**src/rtl/bmdma_pkg.sv**
```systemverilog
// Package: shared register indices, command codes and status bit positions
// for the bus-master DMA channel. Assumes 32-bit registers.
package bmdma_pkg;
    localparam int REG_W = 32;
    localparam int IDX_W = 3;

    typedef enum logic [IDX_W-1:0] {
        IX_CMD  = 3'd0,
        IX_SCNT = 3'd1,
        IX_SADR = 3'd2,
        IX_WCNT = 3'd3,
        IX_WADR = 3'd4,
        IX_STAT = 3'd5,
        IX_SDSC = 3'd6,
        IX_WDSC = 3'd7
    } reg_idx_e;

    typedef enum logic [1:0] {
        OP_IDLE  = 2'd0,
        OP_FLUSH = 2'd1,
        OP_ABORT = 2'd2,
        OP_START = 2'd3
    } cmd_op_e;

    typedef enum logic [1:0] {
        EN_IDLE = 2'd0,
        EN_MEM  = 2'd1,
        EN_RESP = 2'd2
    } eng_state_e;

    localparam int CMD_DIR_BIT = 7;
    localparam int ST_DONE_BIT = 3;
    localparam int ST_IRQ_BIT  = 4;
    localparam logic [REG_W-1:0] ST_STICKY   = 32'h0000_000E;
    localparam logic [REG_W-1:0] ST_STARTCLR = 32'h0000_003F;
    localparam logic [REG_W-1:0] WADR_RST    = 32'hFFFF_FFFF;
    localparam logic [REG_W-1:0] WDSC_RST    = 32'hFFFF_FFFD;
endpackage

```
**src/rtl/bmdma_regs.sv**
```systemverilog
// Module: register bank, command decode and status logic of the DMA channel.
// Assumes one host access per cycle. Read data is combinational. The
// clear-on-read side effect takes place on the edge that ends the access.
// Same-cycle update order: engine commit, then core completion, then host
// write. A start write suppresses a done flag raised in the same cycle.
module bmdma_regs
    import bmdma_pkg::*;
#(
    parameter int DW    = REG_W,
    parameter int LEN_W = 16
) (
    input  logic             clk,
    input  logic             rst_n,
    input  logic             hst_valid,
    input  logic             hst_write,
    input  logic [IDX_W-1:0] hst_index,
    input  logic [DW-1:0]    hst_wdata,
    output logic [DW-1:0]    hst_rdata,
    input  logic             stat_wr_clear,
    input  logic             core_irq,
    input  logic             core_cmd_done,
    input  logic             commit,
    input  logic [LEN_W-1:0] commit_len,
    output logic [DW-1:0]    wcount,
    output logic [DW-1:0]    waddr,
    output logic             dir_to_mem,
    output logic             xfer_en,
    output logic             abort_now,
    output logic             core_cancel
);
    logic [DW-1:0] cmd_q, scnt_q, sadr_q, wcnt_q, wadr_q, stat_q, sdsc_q, wdsc_q;
    logic [DW-1:0] cmd_n, scnt_n, sadr_n, wcnt_n, wadr_n, stat_n, sdsc_n, wdsc_n;
    logic          en_q, en_n;
    logic          wr, rd, cmd_wr, start_wr, set_done;
    logic [DW-1:0] len_ext;

    assign wr       = hst_valid && hst_write;
    assign rd       = hst_valid && !hst_write;
    assign cmd_wr   = wr && (hst_index == IX_CMD);
    assign start_wr = cmd_wr && (hst_wdata[1:0] == OP_START);
    assign abort_now = cmd_wr && (hst_wdata[1:0] == OP_ABORT);
    assign len_ext  = DW'(commit_len);

    // Read multiplexer; status merges the live core interrupt into bit 4.
    always_comb begin
        case (hst_index)
            IX_CMD:  hst_rdata = cmd_q;
            IX_SCNT: hst_rdata = scnt_q;
            IX_SADR: hst_rdata = sadr_q;
            IX_WCNT: hst_rdata = wcnt_q;
            IX_WADR: hst_rdata = wadr_q;
            IX_STAT: hst_rdata = stat_q | (DW'(core_irq) << ST_IRQ_BIT);
            IX_SDSC: hst_rdata = sdsc_q;
            default: hst_rdata = wdsc_q;
        endcase
    end

    // Next-state computation in the documented priority order.
    always_comb begin
        cmd_n = cmd_q; scnt_n = scnt_q; sadr_n = sadr_q; wcnt_n = wcnt_q;
        wadr_n = wadr_q; stat_n = stat_q; sdsc_n = sdsc_q; wdsc_n = wdsc_q;
        en_n = en_q;
        set_done = 1'b0;
        if (commit) begin
            wcnt_n   = wcnt_q - len_ext;
            wadr_n   = wadr_q + len_ext;
            set_done = (wcnt_q == len_ext);
        end
        if (core_cmd_done) begin
            wcnt_n   = '0;
            set_done = 1'b1;
        end
        if (wr) begin
            case (hst_index)
                IX_CMD: begin
                    cmd_n = hst_wdata;
                    case (hst_wdata[1:0])
                        OP_START: begin
                            wcnt_n = scnt_q;
                            wadr_n = sadr_q;
                            wdsc_n = sdsc_q;
                            stat_n = stat_q & ~ST_STARTCLR;
                            en_n   = 1'b1;
                        end
                        OP_IDLE: en_n = 1'b0;
                        default: ;
                    endcase
                end
                IX_SCNT: scnt_n = hst_wdata;
                IX_SADR: sadr_n = hst_wdata;
                IX_SDSC: sdsc_n = hst_wdata;
                IX_STAT: if (stat_wr_clear) stat_n = stat_q & ~(hst_wdata & ST_STICKY);
                default: ;
            endcase
        end
        if (rd && (hst_index == IX_STAT) && !stat_wr_clear)
            stat_n = stat_q & ~ST_STICKY;
        if (set_done && !start_wr)
            stat_n[ST_DONE_BIT] = 1'b1;
    end

    // Register update with synchronous reset values.
    always_ff @(posedge clk) begin
        if (!rst_n) begin
            cmd_q <= '0; scnt_q <= '0; sadr_q <= '0; wcnt_q <= '0;
            wadr_q <= WADR_RST; stat_q <= '0; sdsc_q <= '0; wdsc_q <= WDSC_RST;
            en_q <= 1'b0; core_cancel <= 1'b0;
        end else begin
            cmd_q <= cmd_n; scnt_q <= scnt_n; sadr_q <= sadr_n; wcnt_q <= wcnt_n;
            wadr_q <= wadr_n; stat_q <= stat_n; sdsc_q <= sdsc_n; wdsc_q <= wdsc_n;
            en_q <= en_n; core_cancel <= abort_now;
        end
    end

    assign wcount     = wcnt_q;
    assign waddr      = wadr_q;
    assign dir_to_mem = cmd_q[CMD_DIR_BIT];
    assign xfer_en    = en_q;


    start_copy_chk: assert property (@(posedge clk) disable iff (!rst_n)
        start_wr |=> (wcnt_q == $past(scnt_q)) && (wadr_q == $past(sadr_q))
                     && (wdsc_q == $past(sdsc_q)) && (stat_q[5:0] == 6'd0) && en_q);

    count_step_chk: assert property (@(posedge clk) disable iff (!rst_n)
        (commit && !wr && !core_cmd_done) |=>
            (wcnt_q == $past(wcnt_q) - DW'($past(commit_len)))
            && (wadr_q == $past(wadr_q) + DW'($past(commit_len))));

    core_done_chk: assert property (@(posedge clk) disable iff (!rst_n)
        (core_cmd_done && !wr) |=> (wcnt_q == '0) && stat_q[ST_DONE_BIT]);

    read_clear_chk: assert property (@(posedge clk) disable iff (!rst_n)
        (rd && hst_index == IX_STAT && !stat_wr_clear && !commit && !core_cmd_done)
            |=> (stat_q[3:1] == 3'd0));

    irq_not_stored_chk: assert property (@(posedge clk) disable iff (!rst_n)
        $rose(core_irq) |-> !stat_q[ST_IRQ_BIT]);
endmodule

```
**src/rtl/bmdma_engine.sv**
```systemverilog
// Module: burst engine. It accepts one core burst request at a time, clips
// it to the working count, runs one memory request, and answers with the
// moved length. Assumes the core holds brq_valid until brq_done and drops
// it in the response cycle.
module bmdma_engine
    import bmdma_pkg::*;
#(
    parameter int DW    = REG_W,
    parameter int LEN_W = 16
) (
    input  logic             clk,
    input  logic             rst_n,
    input  logic             brq_valid,
    input  logic             brq_to_mem,
    input  logic [LEN_W-1:0] brq_len,
    output logic             brq_done,
    output logic [LEN_W-1:0] brq_moved,
    input  logic [DW-1:0]    wcount,
    input  logic [DW-1:0]    waddr,
    input  logic             dir_to_mem,
    input  logic             xfer_en,
    input  logic             abort_now,
    output logic             mem_req,
    output logic             mem_write,
    output logic [DW-1:0]    mem_addr,
    output logic [LEN_W-1:0] mem_len,
    input  logic             mem_ack,
    output logic             commit,
    output logic [LEN_W-1:0] commit_len
);
    eng_state_e       state_q;
    logic [LEN_W-1:0] len_q, moved_q, clip;
    logic             dir_q, accept;

    // Clip the requested length to the remaining working count.
    always_comb begin
        if (DW'(brq_len) > wcount) clip = wcount[LEN_W-1:0];
        else                       clip = brq_len;
    end

    assign accept = xfer_en && (brq_to_mem == dir_to_mem) && (clip != '0);

    // Burst sequencing: idle, memory wait, one-cycle response.
    always_ff @(posedge clk) begin
        if (!rst_n) begin
            state_q <= EN_IDLE;
            len_q   <= '0;
            moved_q <= '0;
            dir_q   <= 1'b0;
        end else begin
            case (state_q)
                EN_IDLE: if (brq_valid) begin
                    if (accept) begin
                        state_q <= EN_MEM;
                        len_q   <= clip;
                        dir_q   <= brq_to_mem;
                    end else begin
                        state_q <= EN_RESP;
                        moved_q <= '0;
                    end
                end
                EN_MEM: if (abort_now) begin
                    state_q <= EN_RESP;
                    moved_q <= '0;
                end else if (mem_ack) begin
                    state_q <= EN_RESP;
                    moved_q <= len_q;
                end
                default: state_q <= EN_IDLE;
            endcase
        end
    end

    assign mem_req    = (state_q == EN_MEM);
    assign mem_write  = dir_q;
    assign mem_addr   = waddr;
    assign mem_len    = len_q;
    assign commit     = mem_req && mem_ack && !abort_now;
    assign commit_len = len_q;
    assign brq_done   = (state_q == EN_RESP);
    assign brq_moved  = moved_q;


    clip_bound_chk: assert property (@(posedge clk) disable iff (!rst_n)
        $rose(mem_req) |-> (DW'(mem_len) <= wcount) && (mem_len != '0));

    dir_refuse_chk: assert property (@(posedge clk) disable iff (!rst_n)
        (state_q == EN_IDLE && brq_valid && brq_to_mem != dir_to_mem) |=> !mem_req);

    abort_drop_chk: assert property (@(posedge clk) disable iff (!rst_n)
        (mem_req && abort_now) |=> !mem_req && brq_done && (brq_moved == '0));

    req_hold_chk: assert property (@(posedge clk) disable iff (!rst_n)
        (mem_req && !mem_ack && !abort_now) |=> mem_req && $stable(mem_len));
endmodule

```
**src/rtl/busmaster_dma_ctrl.sv**
```systemverilog
// Module: top of the bus-master DMA channel. It joins the register bank and
// the burst engine. Assumes a single clock domain and a host port that is
// always ready.
module busmaster_dma_ctrl
    import bmdma_pkg::*;
#(
    parameter int LEN_W = 16
) (
    input  logic             clk,
    input  logic             rst_n,
    input  logic             hst_valid,
    input  logic             hst_write,
    input  logic [2:0]       hst_index,
    input  logic [31:0]      hst_wdata,
    output logic             hst_ready,
    output logic [31:0]      hst_rdata,
    input  logic             stat_wr_clear,
    input  logic             core_irq,
    input  logic             core_cmd_done,
    output logic             core_cancel,
    output logic             xfer_enable,
    input  logic             brq_valid,
    input  logic             brq_to_mem,
    input  logic [LEN_W-1:0] brq_len,
    output logic             brq_done,
    output logic [LEN_W-1:0] brq_moved,
    output logic             mem_req,
    output logic             mem_write,
    output logic [31:0]      mem_addr,
    output logic [LEN_W-1:0] mem_len,
    input  logic             mem_ack
);
    logic [REG_W-1:0] wcount, waddr;
    logic             dir_to_mem, abort_now, commit;
    logic [LEN_W-1:0] commit_len;

    assign hst_ready = 1'b1;

    bmdma_regs #(.DW(REG_W), .LEN_W(LEN_W)) u_regs (
        .clk(clk), .rst_n(rst_n),
        .hst_valid(hst_valid), .hst_write(hst_write), .hst_index(hst_index),
        .hst_wdata(hst_wdata), .hst_rdata(hst_rdata),
        .stat_wr_clear(stat_wr_clear), .core_irq(core_irq),
        .core_cmd_done(core_cmd_done),
        .commit(commit), .commit_len(commit_len),
        .wcount(wcount), .waddr(waddr), .dir_to_mem(dir_to_mem),
        .xfer_en(xfer_enable), .abort_now(abort_now), .core_cancel(core_cancel)
    );

    bmdma_engine #(.DW(REG_W), .LEN_W(LEN_W)) u_engine (
        .clk(clk), .rst_n(rst_n),
        .brq_valid(brq_valid), .brq_to_mem(brq_to_mem), .brq_len(brq_len),
        .brq_done(brq_done), .brq_moved(brq_moved),
        .wcount(wcount), .waddr(waddr), .dir_to_mem(dir_to_mem),
        .xfer_en(xfer_enable), .abort_now(abort_now),
        .mem_req(mem_req), .mem_write(mem_write), .mem_addr(mem_addr),
        .mem_len(mem_len), .mem_ack(mem_ack),
        .commit(commit), .commit_len(commit_len)
    );
endmodule

```
**config.mk**
```make
export PLATFORM = sky130hd
export DESIGN_NAME = busmaster_dma_ctrl
export DESIGN_NICKNAME = d
export VERILOG_FILES = /design/src/rtl/bmdma_pkg.sv /design/src/rtl/bmdma_regs.sv /design/src/rtl/bmdma_engine.sv /design/src/rtl/busmaster_dma_ctrl.sv
export SDC_FILE = /design/constraint.sdc
export NUM_CORES = 1
export LEC_CHECK = 0
export BUFFER_PORTS_ARGS = -buffer_cell sky130_fd_sc_hd__buf_4
export CORE_MARGIN = 2
export CORE_UTILIZATION = 35
export DETAILED_ROUTE_END_ITERATION = 8
export SETUP_SLACK_MARGIN = 0.5
export SYNTH_ARGS = -nofsm -noshare
export SYNTH_HDL_FRONTEND = slang
export SYNTH_SLANG_ARGS = --single-unit
```
**constraint.sdc**
```tcl
create_clock -name clk -period 2.9 [get_ports clk]
set_input_delay 0 -clock clk [delete_from_list [all_inputs] [get_ports clk]]
set_output_delay 0 -clock clk [all_outputs]
set_load 0.01 [all_outputs]
```
==> flow_metrics.tcl <==
set metrics [dict create \
    synthFlopType "dfxtp_1" \
    clock-skew-final_ns 0.0101 \
    clkSlewWorstSetupHoldPaths_ns 0.06 \
    fill_cells 3903 \
    min_from "brq_valid" \
    end_kind "register" \
    die-area_mm2 0.0421 \
    yosysWarnings 0 \
    antenna_found_initial 0 \
    drc 0 \
    ctsHtreeMaxLevel 1 \
    grt_pass1_vias 13893 \
    ios 163 \
    root_buffer "clkbuf_16" \
    worstPathArrival_ns 3.27 \
    clock_latency_ns 0.59 \
    r2r-start "u_regs.wcount[25]$_SDFF_PN0_" \
    ys_seq_elements 265 \
    cp_slowest_cell "or4_4" \
    synth_top_area_share_pct 37.5 \
    holdPathStages 6 \
    syn_avg_cell_area_um2 7.67 \
    critPathKind "reg -> reg" \
    hold_viol 0 \
    diodes 0 \
    start_util_pct 35.6 \
    via_per_inst 5.59 \
    rr_worst_depth 11 \
    grt_start_max_net_pins 107 \
    final_layout_size_suffix_gt1_share_pct 25.7 \
    crit_fanout 8 \
    track_usage_pct 25.5 \
    relSlewSlack_pct 32.8 \
    grt_pass1_wl_um 82900 \
    period_minus_slack_ns 2.77 \
    outcome "finished clean" \
    wire_per_inst_um 21.0 \
    grt_overflow 0 \
    synth_area_leader_cell "dfxtp_1" \
    dr.pass1.iters 5 \
    ys_top_cells_by_count "467 x nand2_1, 265 x dfxtp_1, 202 x a21oi_1" \
    max_freq_mhz 361 \
    final_core_util_pct 48.2 \
    fin_tns_setup_ns 0 \
    async_reset_ff_share_pct 0 \
    synth_area_mm2 0.0142 \
    cts_tree "built" \
    r2r_slack_ns 0.13 \
    core_region_area_mm2 0.0398 \
    drv_cap 0 \
    drtIter0Drc 1497 \
    p_clk_share_pct 46.7 \
    comb_power_share_pct 9.7 \
    power.switching_uw 2140 \
    place_area_mm2 0.0164 \
    gp_congestion 0.886 \
    worstMarginPinSlew_ns 1.01 \
    num_rows 73 \
    drt-total-wl_um 55700 \
    total_power_uw 8480 \
    timing.rr.end "u_engine.commit_len[0]$_SDFFE_PN0P_" \
    rsz0062_at_grt "true" \
    sw_frac_of_total_pct 25.3 \
    netlist_instances 1846 \
    yosysSeqAreaShare_pct 37.5 \
    stdcell_area_mm2 0.0192 \
    setup_viol 0 \
    port_buffers 161 \
    syn_nets 1960 \
    synth.distinct_cells 76 \
    synth_edf_count 0 \
    die_h_um 205 \
    layout.nets 2224 \
    worstHoldPathType "in -> reg" \
    die_w_um 205 \
    syn2layout_area_growth_pct 35.5 \
    p_per_area_mw_per_mm2 442 \
    synth_area_leaders "dfxtp_1 37%, nand2_1 12%, a21oi_1 7.1%" \
    cts_buffers 31 \
    irDropWorstVdd_mv 0.425 \
    min_to "u_engine.brq_moved[5]$_SDFFE_PN0P_" \
    p_int_uw 6340 \
    ant_nets 0 \
    vias 14849 \
    holdWs_ns 0.0479 \
    cp_cell_sequence "or4_4 > or3_4 > nor4_4 > buf_4 > and2b_2 > and3_4 > nor4_4 > buf_6 > buf_12 > buf_4 > a211oi_2" \
    post-synth-top-count-cell "nand2_1" \
    min_period_over_period_pct 95.4 \
    final_max_slew_viol_count 0 \
    max_stage_delay_ns 0.53 \
    cts.path.max_buffers 3 \
    cp.required_ns 3.40 \
    seqPwrFrac_pct 43.5 \
    cts_sinks 265 \
    p_leak_uw 0.00760 \
    dpl.hpwl_um 37500 \
    critPathLaunchType "register" \
]
final cells by class:
cell class                      count  area [µm²]  area share, %
Clock buffer                       43         901           4.69
Timing Repair Buffer              359        3030           15.8
Tap cell                          525         657           3.42
Multi-Input combinational cell   1409        8950           46.6
Inverter                           44         170          0.887
Sequential cell                   265        5370           28.0
Clock inverter                     12         125          0.652
per-layer routing:
metal | GRT usage (%) | vias up | part of all wire, %
met1 | 34.9 | 7202 | 43
met3 | 2.85 | 122 | 6.6
met5 | 0 | - | 0
li1 | - | 6964 | -
met2 | 40.9 | 561 | 46
met4 | 10.3 | 0 | 4.2
how the worst max path moves through the flow:
stage                                       from                              endpoint  slack (ns)  depth (start not counted)
floorplan           u_regs.wcount[17]$_SDFF_PN0_  u_engine.commit_len[10]$_SDFFE_PN0P_        0.24                         10
global placement    u_regs.wcount[13]$_SDFF_PN0_   u_engine.commit_len[7]$_SDFFE_PN0P_        0.12                         10
detailed placement  u_regs.wcount[25]$_SDFF_PN0_   u_engine.commit_len[6]$_SDFFE_PN0P_        0.06                         10
CTS                 u_regs.wcount[25]$_SDFF_PN0_   u_engine.commit_len[6]$_SDFFE_PN0P_        0.12                         11
global route        u_regs.wcount[25]$_SDFF_PN0_   u_engine.brq_moved[13]$_SDFFE_PN0P_        0.05                         11
finish              u_regs.wcount[25]$_SDFF_PN0_   u_engine.commit_len[0]$_SDFFE_PN0P_        0.13                         11
timing repair:
item                                    4_1_cts  5_1_grt
hold buffers                                 56        0
endpoints found under the setup margin       78       76
cloned                                        5        0
pin swaps                                    30       54
hold endpoints to repair                    163        0
buffers inserted                             17       26
resized for setup                            97      112
layout by cell type (no fill, tap or decap), drive strengths merged, types with 9 or more instances in the layout:
cell type,n
ha,51
xor2,19
a21o,9
dfxtp,265
clkinv,10
nor4,21
nand4,14
nor2b,12
or3,9
nor3,24
xnor2,27
nand2,467
dlygate4sd3,56
o211ai,31
mux2i,32
a21oi,203
mux4,15
o21a,15
nand3,78
o21ai,94
a22oi,15
clkbuf,44
inv,44
buf,302
mux2,13
a211oi,13
nor2,103
or2,9
a221oi,9
o211a,15
nand2b,15
flip-flops by register name, summed over array words and instances, names as in the netlist:
name	flops
u_engine.brq_moved	16
u_regs.sdsc_q	32
u_regs.sadr_q	32
u_regs.xfer_en	1
u_regs.wcount	32
u_regs.core_cancel	1
u_regs.waddr	32
u_regs.wdsc_q	32
u_engine.commit_len	16
u_regs.stat_q	4
u_regs.scnt_q	32
u_engine.mem_write	1
u_engine.state_q	2
u_regs.cmd_q	32
power groups by stage:
stage / clock network, µW / logic (µW) / registers [µW]
final: 3960 / 825 / 3690
after global routing: 4170 / 878 / 3690
after CTS: 4010 / 798 / 3700
after detailed placement: 0 / 722 / 3780
after global placement: 0 / 719 / 3780
after floorplan: 0 / 379 / 3770
cell families (layout without fill, tap and decap cells):
family | count (synthesis) | after routing | share of synthesized area (%)
AO/OA/AOI/OAI | 462 | 462 | 20.1
flip-flops | 265 | 265 | 37.5
AND/OR/NAND/NOR | 787 | 787 | 24.3
buffers and inverters | 172 | 458 | 4.78
other | 1 | 1 | 0.0265
adder cells (fa/ha/maj) | 53 | 53 | 4.79
XOR/XNOR | 46 | 46 | 2.85
multiplexers | 60 | 60 | 5.68
critical path: cells and delay by family, from the launching register on:
kind	cells	cell delay, ns
buffers and inverters	4	0.61
AND/OR/NAND/NOR	6	1.61
flip-flops	1	0.32
AO/OA/AOI/OAI	1	0.15
through the flow:
stage	std cells	setup slack (ns)
3_5_place_dp	2498	0.0567
5_1_grt	2657	0.0525
3_3_place_gp	2498	0.124
4_1_cts	2631	0.116
6_report	2657	0.133
2_1_floorplan	1846	0.241
No activity file was read; power rests on OpenSTA's default activity.
